`config.mk`:
```
export PLATFORM = sky130hd
export DESIGN_NAME = xlat_regbank
export DESIGN_NICKNAME = d
export VERILOG_FILES = /design/src/rtl/xrb_pkg.sv /design/src/rtl/xrb_decode.sv /design/src/rtl/xrb_tbase.sv /design/src/rtl/xrb_rdmux.sv /design/src/rtl/xlat_regbank.sv
export SDC_FILE = /design/constraint.sdc
export NUM_CORES = 1
export LEC_CHECK = 0
export BUFFER_PORTS_ARGS = -buffer_cell sky130_fd_sc_hd__buf_2
export CORE_AREA = 3 3 329 331
export CTS_CLUSTER_DIAMETER = 50
export DETAILED_ROUTE_END_ITERATION = 8
export DIE_AREA = 0 0 332 334
export GPL_ROUTABILITY_DRIVEN = 1
export SYNTH_ARGS = -nofsm -noshare
export SYNTH_HDL_FRONTEND = slang
export SYNTH_SLANG_ARGS = --single-unit
```
`constraint.sdc`:
```
create_clock -name clk -period 2.7 [get_ports clk]
set_clock_uncertainty 0.15 [all_clocks]
set_input_delay 0.135 -clock clk [delete_from_list [all_inputs] [get_ports clk]]
set_output_delay 0.135 -clock clk [all_outputs]
set_load 0.03 [all_outputs]
```
`src/rtl/xrb_pkg.sv`:
```
package xrb_pkg;

  localparam int unsigned OFF_CTRL  = 'h00;
  localparam int unsigned OFF_IDENT = 'h04;
  localparam int unsigned OFF_TYPE  = 'h08;
  localparam int unsigned OFF_QBASE = 'h10;
  localparam int unsigned OFF_WROFF = 'h18;
  localparam int unsigned OFF_RDOFF = 'h20;
  localparam int unsigned OFF_TBASE = 'h40;

  localparam int unsigned CTRL_EN_BIT    = 0;
  localparam int unsigned CTRL_QUIET_BIT = 31;

  localparam logic [63:0] TB_RO_MASK = 64'h071F_0000_0000_0000;
  localparam logic [63:0] LOW_FLAG   = 64'h1;

  typedef enum logic [2:0] {
    SEL_NONE, SEL_CTRL, SEL_IDENT, SEL_TYPE,
    SEL_QBASE, SEL_WROFF, SEL_RDOFF, SEL_TBASE
  } sel_e;

  typedef enum logic [1:0] {
    LANE_FULL, LANE_LO, LANE_HI
  } lane_e;

  function automatic logic [63:0] lane_merge(input logic [63:0] old,
                                             input logic [63:0] wd,
                                             input lane_e lane);
    logic [63:0] r;
    case (lane)
      LANE_LO: r = {old[63:32], wd[31:0]};
      LANE_HI: r = {wd[31:0], old[31:0]};
      default: r = wd;
    endcase
    return r;
  endfunction

  function automatic logic [63:0] lane_read(input logic [63:0] v,
                                            input lane_e lane);
    logic [63:0] r;
    case (lane)
      LANE_LO: r = {32'h0, v[31:0]};
      LANE_HI: r = {32'h0, v[63:32]};
      default: r = v;
    endcase
    return r;
  endfunction

  function automatic logic [63:0] tb_merge(input logic [63:0] old,
                                           input logic [63:0] wd,
                                           input lane_e lane);
    logic [63:0] m;
    m = lane_merge(old, wd, lane);
    return (m & ~TB_RO_MASK) | (old & TB_RO_MASK);
  endfunction

  function automatic logic [63:0] tb_reset(input int idx);
    logic [63:0] v;
    v = '0;
    if (idx == 0 || idx == 1) begin
      v[58:56] = (idx == 0) ? 3'd1 : 3'd4;
      v[52:48] = 5'd15;
      v[9:8]   = 2'd2;
    end
    return v;
  endfunction

endpackage

```
`src/rtl/xrb_decode.sv`:
```
module xrb_decode
  import xrb_pkg::*;
#(
  parameter int ADDR_W = 12,
  parameter int NTAB   = 8,
  localparam int IDX_W = (NTAB > 1) ? $clog2(NTAB) : 1
) (
  input  logic [ADDR_W-1:0] addr,
  input  logic [3:0]        size,
  output sel_e              sel,
  output lane_e             lane,
  output logic [IDX_W-1:0]  tidx
);
  logic              is_full;
  logic              is_half;
  logic [ADDR_W-1:0] base;
  logic [ADDR_W-1:0] rel;
  logic              in_tab;

  assign is_full = (size == 4'd8) && (addr[2:0] == 3'b000);
  assign is_half = (size == 4'd4) && (addr[1:0] == 2'b00);
  assign base    = {addr[ADDR_W-1:3], 3'b000};
  assign rel     = base - ADDR_W'(OFF_TBASE);
  assign in_tab  = (base >= ADDR_W'(OFF_TBASE)) && (rel < ADDR_W'(NTAB * 8));
  assign tidx    = rel[IDX_W+2:3];

  always_comb begin
    sel  = SEL_NONE;
    lane = is_full ? LANE_FULL : (addr[2] ? LANE_HI : LANE_LO);
    if (is_half && addr == ADDR_W'(OFF_CTRL)) begin
      sel = SEL_CTRL;
    end else if (is_half && addr == ADDR_W'(OFF_IDENT)) begin
      sel = SEL_IDENT;
    end else if (is_full || is_half) begin
      if (base == ADDR_W'(OFF_TYPE))       sel = SEL_TYPE;
      else if (base == ADDR_W'(OFF_QBASE)) sel = SEL_QBASE;
      else if (base == ADDR_W'(OFF_WROFF)) sel = SEL_WROFF;
      else if (base == ADDR_W'(OFF_RDOFF)) sel = SEL_RDOFF;
      else if (in_tab)                     sel = SEL_TBASE;
    end
  end
endmodule

```
`src/rtl/xrb_tbase.sv`:
```
module xrb_tbase
  import xrb_pkg::*;
#(
  parameter logic [63:0] RESET_VAL = 64'h0
) (
  input  logic        clk,
  input  logic        rst_n,
  input  logic        we,
  input  lane_e       lane,
  input  logic [63:0] wdata,
  output logic [63:0] q
);
  always_ff @(posedge clk or negedge rst_n) begin
    if (!rst_n)  q <= RESET_VAL;
    else if (we) q <= tb_merge(q, wdata, lane);
  end
endmodule

```
`src/rtl/xrb_rdmux.sv`:
```
module xrb_rdmux
  import xrb_pkg::*;
#(
  parameter int NTAB = 8,
  parameter logic [31:0] IDENT_VAL = 32'h0,
  parameter logic [63:0] TYPE_VAL  = 64'h0,
  localparam int IDX_W = (NTAB > 1) ? $clog2(NTAB) : 1
) (
  input  sel_e                  sel,
  input  lane_e                 lane,
  input  logic [IDX_W-1:0]      tidx,
  input  logic [31:0]           ctrl,
  input  logic [63:0]           qbase,
  input  logic [63:0]           wroff,
  input  logic [63:0]           rdoff,
  input  logic [NTAB-1:0][63:0] tbase,
  output logic [63:0]           data
);
  logic [63:0] raw;
  logic [63:0] tsel;

  assign tsel = (int'(tidx) < NTAB) ? tbase[tidx] : 64'h0;

  always_comb begin
    case (sel)
      SEL_CTRL:  raw = {32'h0, ctrl};
      SEL_IDENT: raw = {32'h0, IDENT_VAL};
      SEL_TYPE:  raw = TYPE_VAL;
      SEL_QBASE: raw = qbase;
      SEL_WROFF: raw = wroff;
      SEL_RDOFF: raw = rdoff;
      SEL_TBASE: raw = tsel;
      default:   raw = 64'h0;
    endcase
    if (sel == SEL_CTRL || sel == SEL_IDENT || sel == SEL_NONE) data = raw;
    else data = lane_read(raw, lane);
  end
endmodule

```
`src/rtl/xlat_regbank.sv`:
```
module xlat_regbank
  import xrb_pkg::*;
#(
  parameter int ADDR_W = 12,
  parameter int NTAB   = 8,
  parameter logic [31:0] IDENT_VAL = 32'h5A17_0001,
  parameter logic [63:0] TYPE_VAL  = 64'h0000_0011_2233_4455
) (
  input  logic                clk,
  input  logic                rst_n,
  input  logic                req_valid,
  input  logic                req_write,
  input  logic [ADDR_W-1:0]   req_addr,
  input  logic [3:0]          req_size,
  input  logic [63:0]         req_wdata,
  input  logic                sec_dis,
  output logic                rsp_valid,
  output logic [63:0]         rsp_rdata,
  output logic                cfg_en,
  output logic [63:0]         cfg_qbase,
  output logic [63:0]         cfg_wroff,
  output logic [63:0]         cfg_rdoff,
  output logic [NTAB*64-1:0]  cfg_tbase,
  output logic                proc_kick
);
  localparam int IDX_W = (NTAB > 1) ? $clog2(NTAB) : 1;
  localparam logic [31:0] CTRL_RESET = 32'(1) << CTRL_QUIET_BIT;

  sel_e                  sel;
  lane_e                 lane;
  logic [IDX_W-1:0]      tidx;
  logic [31:0]           ctrl_q;
  logic [63:0]           qbase_q, wroff_q, rdoff_q;
  logic [NTAB-1:0][63:0] tb_q;
  logic [63:0]           rd_val;

  // named internal events
  logic        acc_wr, acc_rd, locked;
  logic        ev_wr_ctrl, ev_wr_qbase, ev_wr_wroff, ev_wr_rdoff, ev_wr_tb;
  logic        ev_kick;
  logic [63:0] wroff_next, rdoff_next;

  xrb_decode #(.ADDR_W(ADDR_W), .NTAB(NTAB)) u_dec (
    .addr(req_addr), .size(req_size), .sel(sel), .lane(lane), .tidx(tidx)
  );

  assign locked      = ctrl_q[CTRL_EN_BIT];
  assign acc_wr      = req_valid && req_write;
  assign acc_rd      = req_valid && !req_write;
  assign ev_wr_ctrl  = acc_wr && (sel == SEL_CTRL);
  assign ev_wr_qbase = acc_wr && (sel == SEL_QBASE) && !locked;
  assign ev_wr_wroff = acc_wr && (sel == SEL_WROFF);
  assign ev_wr_rdoff = acc_wr && (sel == SEL_RDOFF) && sec_dis;
  assign ev_wr_tb    = acc_wr && (sel == SEL_TBASE) && !locked;

  assign wroff_next = lane_merge(wroff_q, req_wdata, lane) & ~LOW_FLAG;
  assign rdoff_next = lane_merge(rdoff_q, req_wdata, lane) & ~LOW_FLAG;
  assign ev_kick    = ev_wr_wroff && (lane != LANE_HI) && (wroff_next != rdoff_q);

  always_ff @(posedge clk or negedge rst_n) begin
    if (!rst_n) begin
      ctrl_q    <= CTRL_RESET;
      qbase_q   <= '0;
      wroff_q   <= '0;
      rdoff_q   <= '0;
      proc_kick <= 1'b0;
      rsp_valid <= 1'b0;
      rsp_rdata <= '0;
    end else begin
      if (ev_wr_ctrl)  ctrl_q  <= ctrl_q | req_wdata[31:0];
      if (ev_wr_qbase) qbase_q <= lane_merge(qbase_q, req_wdata, lane);
      if (ev_wr_qbase)      wroff_q <= '0;
      else if (ev_wr_wroff) wroff_q <= wroff_next;
      if (ev_wr_qbase)      rdoff_q <= '0;
      else if (ev_wr_rdoff) rdoff_q <= rdoff_next;
      proc_kick <= ev_kick;
      rsp_valid <= req_valid;
      rsp_rdata <= acc_rd ? rd_val : 64'h0;
    end
  end

  for (genvar i = 0; i < NTAB; i++) begin : g_tb
    logic we_i;
    assign we_i = ev_wr_tb && (int'(tidx) == i);
    xrb_tbase #(.RESET_VAL(tb_reset(i))) u_tb (
      .clk(clk), .rst_n(rst_n), .we(we_i), .lane(lane),
      .wdata(req_wdata), .q(tb_q[i])
    );
  end

  xrb_rdmux #(.NTAB(NTAB), .IDENT_VAL(IDENT_VAL), .TYPE_VAL(TYPE_VAL)) u_rd (
    .sel(sel), .lane(lane), .tidx(tidx), .ctrl(ctrl_q), .qbase(qbase_q),
    .wroff(wroff_q), .rdoff(rdoff_q), .tbase(tb_q), .data(rd_val)
  );

  assign cfg_en    = locked;
  assign cfg_qbase = qbase_q;
  assign cfg_wroff = wroff_q;
  assign cfg_rdoff = rdoff_q;
  assign cfg_tbase = tb_q;
endmodule

```
==> results of run 1 <==
where the power goes:
group	switching [mW]	total (mW)	leakage [nW]	internal (mW)
logic	1.22	1.74	12.3	0.520
registers	0.00554	11.0	10.2	11.0
clock network	5.68	14.1	1.70	8.41
synth_stat cells (11+ instances only):
cell / n
o31ai_1: 12
a22o_1: 38
a21oi_1: 72
buf_4: 97
a221o_1: 14
a21o_1: 32
nand4_1: 11
clkbuf_1: 130
xor2_1: 39
buf_2: 79
nor3_1: 13
mux2i_1: 98
nand3_1: 80
buf_1: 17
xnor2_1: 19
and3_1: 13
dfrtp_1: 733
o2bb2ai_1: 33
mux2_2: 282
mux4_2: 108
a222oi_1: 13
mux2_1: 15
a22oi_1: 37
inv_1: 30
a221oi_1: 64
nor2b_1: 11
o21ai_0: 451
o211ai_1: 15
nand2_1: 139
nor2_1: 140
a211oi_1: 17
cell usage in the layout (no fill, tap or decap), types with 11 or more instances in the layout:
cell / netlist / routed
buf_2: 79 / 784
dfrtp_1: 733 / 733
o21ai_0: 451 / 451
buf_4: 97 / 322
mux2_2: 282 / 282
nand2_1: 139 / 137
nor2_1: 140 / 134
mux4_2: 108 / 108
clkbuf_16: 0 / 104
mux2i_1: 98 / 97
nand3_1: 80 / 78
dlygate4sd3_1: 0 / 78
a21oi_1: 72 / 72
conb_1: 2 / 66
a221oi_1: 64 / 64
buf_12: 0 / 57
a22o_1: 38 / 38
xor2_1: 39 / 38
a22oi_1: 37 / 37
o2bb2ai_1: 33 / 33
a21o_1: 32 / 32
inv_1: 30 / 30
xnor2_1: 19 / 19
a211oi_1: 17 / 17
o211ai_1: 15 / 15
mux2_1: 15 / 15
a221o_1: 14 / 14
clkbuf_1: 130 / 14
nor2_4: 2 / 13
a222oi_1: 13 / 13
nor3_1: 13 / 12
and3_1: 13 / 12
o31ai_1: 12 / 12
clkinvlp_4: 0 / 12
nand4_1: 11 / 11
inv_6: 0 / 11
clkbuf_8: 0 / 11
final cells by class:
cell class              instances  area (µm²)
fillers                     10000       57900
flip-flops and latches        736       18400
multi-input cells            1954       15300
repair buffers               1246        8330
clock buffers                 128        2790
clock inverters                58         737
diodes                          6        15.0
well taps                    1391        1740
inverters                      30         113
repair_timing:
| item | CTS | global route |
|---|---|---|
| pin swaps | 0 | 0 |
| hold buffers | 79 | 0 |
| gates cloned | 0 | 0 |
| endpoints found under the hold margin | 1286 | 0 |
| endpoints found under the setup margin | 1 | 6 |
| gates resized for setup | 2 | 5 |
metal layers:
layer,track usage [%],vias to the layer above
met5,0,-
met4,14.7,6
met3,9.07,401
met2,52.3,1813
met1,38.7,16500
li1,-,13100
stage by stage:
step	worst slack, ns	cells
6_report	-0.0376	5549
5_1_grt	-0.0232	5545
4_1_cts	0.0209	5543
3_5_place_dp	-0.638	5278
3_3_place_gp	-0.690	5278
2_1_floorplan	0.387	3046
worst register-to-register path, delay by kind of cell (launching register included):
kind / cells / cell delay (ns)
DFF: 1 / 0.44
and+or+nand+nor: 1 / 0.04
AOI/OAI and AO/OA: 2 / 0.77
muxes: 2 / 0.69
buffers and inverters: 3 / 0.52
worst max-delay path by stage:
stage                                   from            endpoint  slack (ns)
after floorplan                 req_addr[10]  g_tb[5].u_tb.q[12]        0.39
after global placement           req_addr[8]        rsp_rdata[2]       -0.69
after detailed placement         req_addr[8]        rsp_rdata[2]       -0.64
after CTS                        req_addr[8]        cfg_rdoff[1]        0.02
after global routing           cfg_wroff[16]           proc_kick       -0.02
final                     g_tb[6].u_tb.q[53]       rsp_rdata[53]       -0.04
registers in the layout (all words and copies together) (netlist names):
signal,flops
g_tb.u_tb.q,448
proc_kick,1
ctrl_q,32
rsp_valid,1
rsp_rdata,64
cfg_qbase,64
cfg_rdoff,63
cfg_wroff,63
logic make-up (layout without fill, tap and decap cells):
group                  Yosys count  in the layout  share of synthesized area, %
flip-flops                     736            736                          52.4
AO/OA/AOI/OAI                  864            864                          15.6
multiplexers                   503            503                          19.2
AND/OR/NAND/NOR                463            463                          6.22
other                            2             72                        0.0213
buffers and inverters          356           1462                          5.18
XOR/XNOR                        58             58                          1.44
==> results.py, run 1 <==
metrics = {
    "clock_network": {
        "cts.sinks": 736,
        "max-clock-path-buffers": 3,
        "cts_root_buf": "clkbuf_16",
        "cts_tree": "done",
        "clk_latency_ns": 0.70,
        "cts_setup_buffers": 0,
        "cts_max_level": 3,
        "cts_inserted_buffers": 103,
        "clk_pin_slew_ns": 0.06,
    },
    "floorplan": {
        "core-area_um2": 105000,
        "ios": 856,
        "start_util_pct": 33.4,
        "die_area_um2": 111000,
        "die_x_um": 332,
        "rows": 119,
        "die_height_um": 334,
    },
    "hold_path": {
        "hold-path-endpoint": "rsp_rdata[13]",
        "hold_path_startpoint": "req_addr[11]",
        "hold-path-cell-count": 5,
        "min_path_type": "input pin to flop",
    },
    "timing": {
        "fin_crit_sh_pct": 101,
        "worst_pin_slew_ns": 1.25,
        "setup_violations": 1,
        "drv_slew": 0,
        "finalWorstSetupSlack_ns": -0.0376,
        "fmax_mhz": 365,
        "finalSetupTns_ns": -0.0376,
        "whs_ns": 0.0671,
        "hold_violations": 0,
        "relSlewSlack_pct": 14.2,
        "period_minus_slack_ns": 2.74,
    },
    "grt": {
        "overflow": 0,
        "grt_pass1_wl_mm": 252,
        "antenna_found_initial": 17,
        "grt_max_degree": 113,
        "grtUsageTotal_pct": 31.8,
        "grt_pass1_vias": 31600,
    },
    "worst_setup_path": {
        "cp.depth": 8,
        "rrSetupSlack_ns": -0.04,
        "crit_top_cell": "buf_4",
        "crit_arrival_ns": 3.17,
        "startpoint_type": "flop",
        "cpPeakStageDelay_ns": 0.70,
        "rr_startpoint": "g_tb[6].u_tb.q[53]",
        "crit_path_cell_trace": "mux4_2 -> mux2i_1 -> buf_4 -> o2bb2ai_1 -> a221oi_1 -> buf_4 -> buf_4 -> nor2_1",
        "critPathMaxFanout": 3,
        "critical_path_class": "flop to flop",
        "crit_slowest_cell": "a221oi_1",
        "r2r-end": "rsp_rdata[53]",
        "cp.required_ns": 3.14,
        "critPathTopFamily": "compound AO/OA/AOI/OAI gates",
        "worstRegToRegCells": 8,
        "cp_num_buf_inv": 3,
        "worst_setup_path_end_kind": "flop",
    },
    "synthesis": {
        "synth-seq-cells": 736,
        "synth_top_cell_by_area": "dfrtp_1",
        "synth_top_cell_area_share_pct": 52.1,
        "synth_edf_count": 0,
        "ys_warn_count": 0,
        "synth_cells": 2982,
        "ys_async_sr_fraction_pct": 100,
        "post_synth_num_cell_types": 76,
        "seq_area_frac_synth_pct": 52.4,
        "synthTopCellsByArea": "dfrtp_1, mux2_2, mux4_2, o21ai_0, mux2i_1",
        "syn-cell-area_um2": 35200,
        "synth-main-ff-cell": "dfrtp_1",
        "avgSynthCellArea_um2": 11.8,
    },
    "route": {
        "ant_nets": 0,
        "drc_errors": 0,
        "wl_met3_mm": 16.9,
        "drt-total-wl_mm": 181,
        "via_count": 31900,
        "wirelength_met1_mm": 68.8,
        "wl_met2_mm": 85.4,
        "wl_per_cell_um": 32.7,
        "first_pass_iters": 7,
        "top_layer": "met5",
        "viasPerCell": 5.75,
        "drt_iter0_markers": 3495,
    },
    "placed_design": {
        "gp_congestion": 0.970,
        "place_area_um2": 43100,
        "io_buffers": 789,
        "dp_hpwl_mm": 138,
    },
    "pwr": {
        "powerDensity_nw_per_um2": 566,
        "peakVddDrop_mv": 0.510,
        "power_mw": 26.9,
        "leakagePower_nw": 24.3,
    },
    "status": {
        "status": "finished with violations",
        "violations": "negative setup slack",
    },
    "final_layout": {
        "area_delta_synth_final_pct": 34.9,
        "fin_nets": 4156,
        "drive_above_1_share_pct": 42.8,
        "fin_util_pct": 45.0,
        "finish.instance_area_um2": 47500,
    },
    "flow_run": {
        "maxCapViolations": 0,
    },
}
Power figures use the tool's default switching activity.
==> run 2: changes to the inputs <==
- CORE_AREA: 3 3 329 331 -> 3 3 332 334
- DIE_AREA: 0 0 332 334 -> 0 0 335 337
==> results.py, run 2 (synthesis results as in run 1) <==
metrics = {
    "final_layout": {
        "final_cell_mix": "buf_2, dfrtp_1, o21ai_0, buf_4, mux2_2",
        "regArea_um2": 18400,
        "largest_register_ffs": 448,
        "fin_cells": 5578,
        "multiInputGateArea_um2": 15300,
        "fin_nets": 4163,
        "layout_commonest_cell": "buf_2",
        "area_delta_synth_final_pct": 35.1,
        "top_register": "g_tb.u_tb.q",
        "drive_above_1_share_pct": 43.2,
        "finish.instance_area_um2": 47500,
        "n_fill_cell": 10300,
    },
    "worst_setup_path": {
        "worst_setup_path_end_kind": "flop",
        "crit_path_cell_trace": "mux4_2 -> mux2i_1 -> o2bb2ai_1 -> a221oi_1 -> a221oi_1",
        "cp_num_buf_inv": 0,
        "critPathMaxFanout": 4,
        "critical_path_class": "flop to flop",
        "critPathTopFamily": "compound AO/OA/AOI/OAI gates",
        "startpoint_type": "flop",
        "crit_top_cell": "a221oi_1",
        "crit_arrival_ns": 3.01,
        "startpoint": "g_tb[6].u_tb.q[47]",
        "crit_slowest_cell": "a221oi_1",
        "cpPeakStageDelay_ns": 0.80,
        "cp.required_ns": 3.07,
        "rr_startpoint": "g_tb[6].u_tb.q[47]",
    },
    "route": {
        "wl_per_cell_um": 32.4,
        "drt-total-wl_mm": 181,
        "viasPerCell": 5.68,
        "first_pass_iters": 9,
        "ant_nets": 0,
        "drc_errors": 6,
        "drt_iter0_markers": 3250,
        "via_count": 31700,
    },
    "clock_network": {
        "clk_pin_slew_ns": 0.06,
        "cts_root_buf": "clkbuf_16",
        "cts_inserted_buffers": 102,
        "cts_setup_buffers": 0,
        "cts_tree": "done",
        "cts_max_level": 3,
        "clk_latency_ns": 0.70,
        "max-clock-path-buffers": 3,
        "cts.sinks": 736,
    },
    "floorplan": {
        "rows": 120,
        "ios": 856,
        "die_height_um": 337,
        "core-area_um2": 107000,
        "start_util_pct": 32.8,
        "die_area_um2": 113000,
        "die_x_um": 335,
    },
    "placed_design": {
        "io_buffers": 789,
        "place_area_um2": 43300,
        "dp_hpwl_mm": 139,
        "dp.cells": 5310,
        "gp_congestion": 0.948,
    },
    "timing": {
        "period_minus_slack_ns": 2.64,
        "hold_violations": 0,
        "drv_slew": 0,
        "fmax_mhz": 379,
        "setup_violations": 0,
        "fin_crit_sh_pct": 97.6,
        "rsz0062_at_grt": "no",
        "worst_pin_slew_ns": 1.20,
        "relSlewSlack_pct": 17.6,
    },
    "pwr": {
        "peakVddDrop_mv": 0.464,
        "leakagePower_nw": 24.4,
        "powerDensity_nw_per_um2": 564,
    },
    "grt": {
        "overflow": 0,
        "grtUsageTotal_pct": 31.2,
        "antenna_found_initial": 19,
        "grt_pass1_wl_mm": 250,
        "grt_max_degree": 85,
        "grt_pass1_vias": 31300,
    },
    "hold_path": {
        "min_path_type": "input pin to flop",
        "hold_path_startpoint": "req_wdata[60]",
    },
    "flow_run": {
        "maxCapViolations": 0,
    },
    "status": {
        "status": "finished with violations",
        "violations": "design-rule violations",
    },
}
==> run 2: cell count changes in the layout (fill, tap and decap cells not counted), moves of 3 or more <==
cell	previous run	this run
buf_4	322	342
inv_16	3	0
diode_2	6	13
clkbuf_8	11	20
clkinv_2	9	14
clkinvlp_4	12	6
clkinv_4	8	2
dlygate4sd3_1	78	66
==> run 2: metrics by stage <==
step | setup TNS [ns] | utilization [%] | power, mW | hold WS [ns] | worst slack (ns)
floorplan | 0 | - | 12.0 | -0.311 | 0.387
global placement | -268.47 | 40.4 | 12.9 | -0.0335 | -0.600
detailed placement | -284.35 | 40.4 | 12.9 | -0.0357 | -0.667
CTS | 0 | 44.3 | 27.0 | 0.00934 | 0.0133
global route | 0 | 44.3 | 27.5 | 0.0424 | 0.00460
finish | 0 | 44.4 | 26.8 | 0.0382 | 0.0636
==> run 2: report_power, final <==
group,switching [mW],internal [mW]
combinational,1.22,0.530
sequential,0.00497,11.0
clock,5.49,8.52
total,6.71,20.1
==> run 2: repair_timing <==
item / CTS / global route
gates resized for setup: 1 / 5
pin swaps: 0 / 1
setup endpoints to repair: 1 / 14
hold buffers: 67 / 0
hold endpoints to repair: 1305 / 0
==> run 2: path summary, 6_finish.rpt <==
check	depth (start not counted)	slack, ns	endpoint
hold / removal	3	0.04	cfg_qbase[60]
min in group asynchronous	3	0.10	g_tb[6].u_tb.q[31]
setup / recovery	5	0.06	rsp_rdata[15]
setup reg to reg	5	0.06	rsp_rdata[15]
hold reg to reg	1	0.31	ctrl_q[5]
max in group asynchronous	3	1.65	g_tb[5].u_tb.q[6]
==> run 2: area by class of cell <==
| cell class | instances | share of cell area, % |
|---|---|---|
| diodes | 13 | 0.0684 |
| repair buffers | 1254 | 17.6 |
| flip-flops and latches | 736 | 38.7 |
| multi-input cells | 1954 | 32.3 |
| clock inverters | 50 | 1.20 |
| clock buffers | 138 | 6.23 |
| well taps | 1403 | 3.69 |
| inverters | 30 | 0.237 |
==> run 2: layer usage <==
metal | share of wire [%] | global-route usage (%)
met2 | 48 | 51.1
met5 | 0.015 | 0
met1 | 37 | 37.7
met3 | 9.8 | 9.18
met4 | 5.3 | 14.8
==> run 2: worst register-to-register path, stage by stage (launching register included) <==
cell and delay (ns):
dfrtp_1 0.45, mux4_2 0.48, mux2i_1 0.30, o2bb2ai_1 0.10, a221oi_1 0.80, a221oi_1 0.22
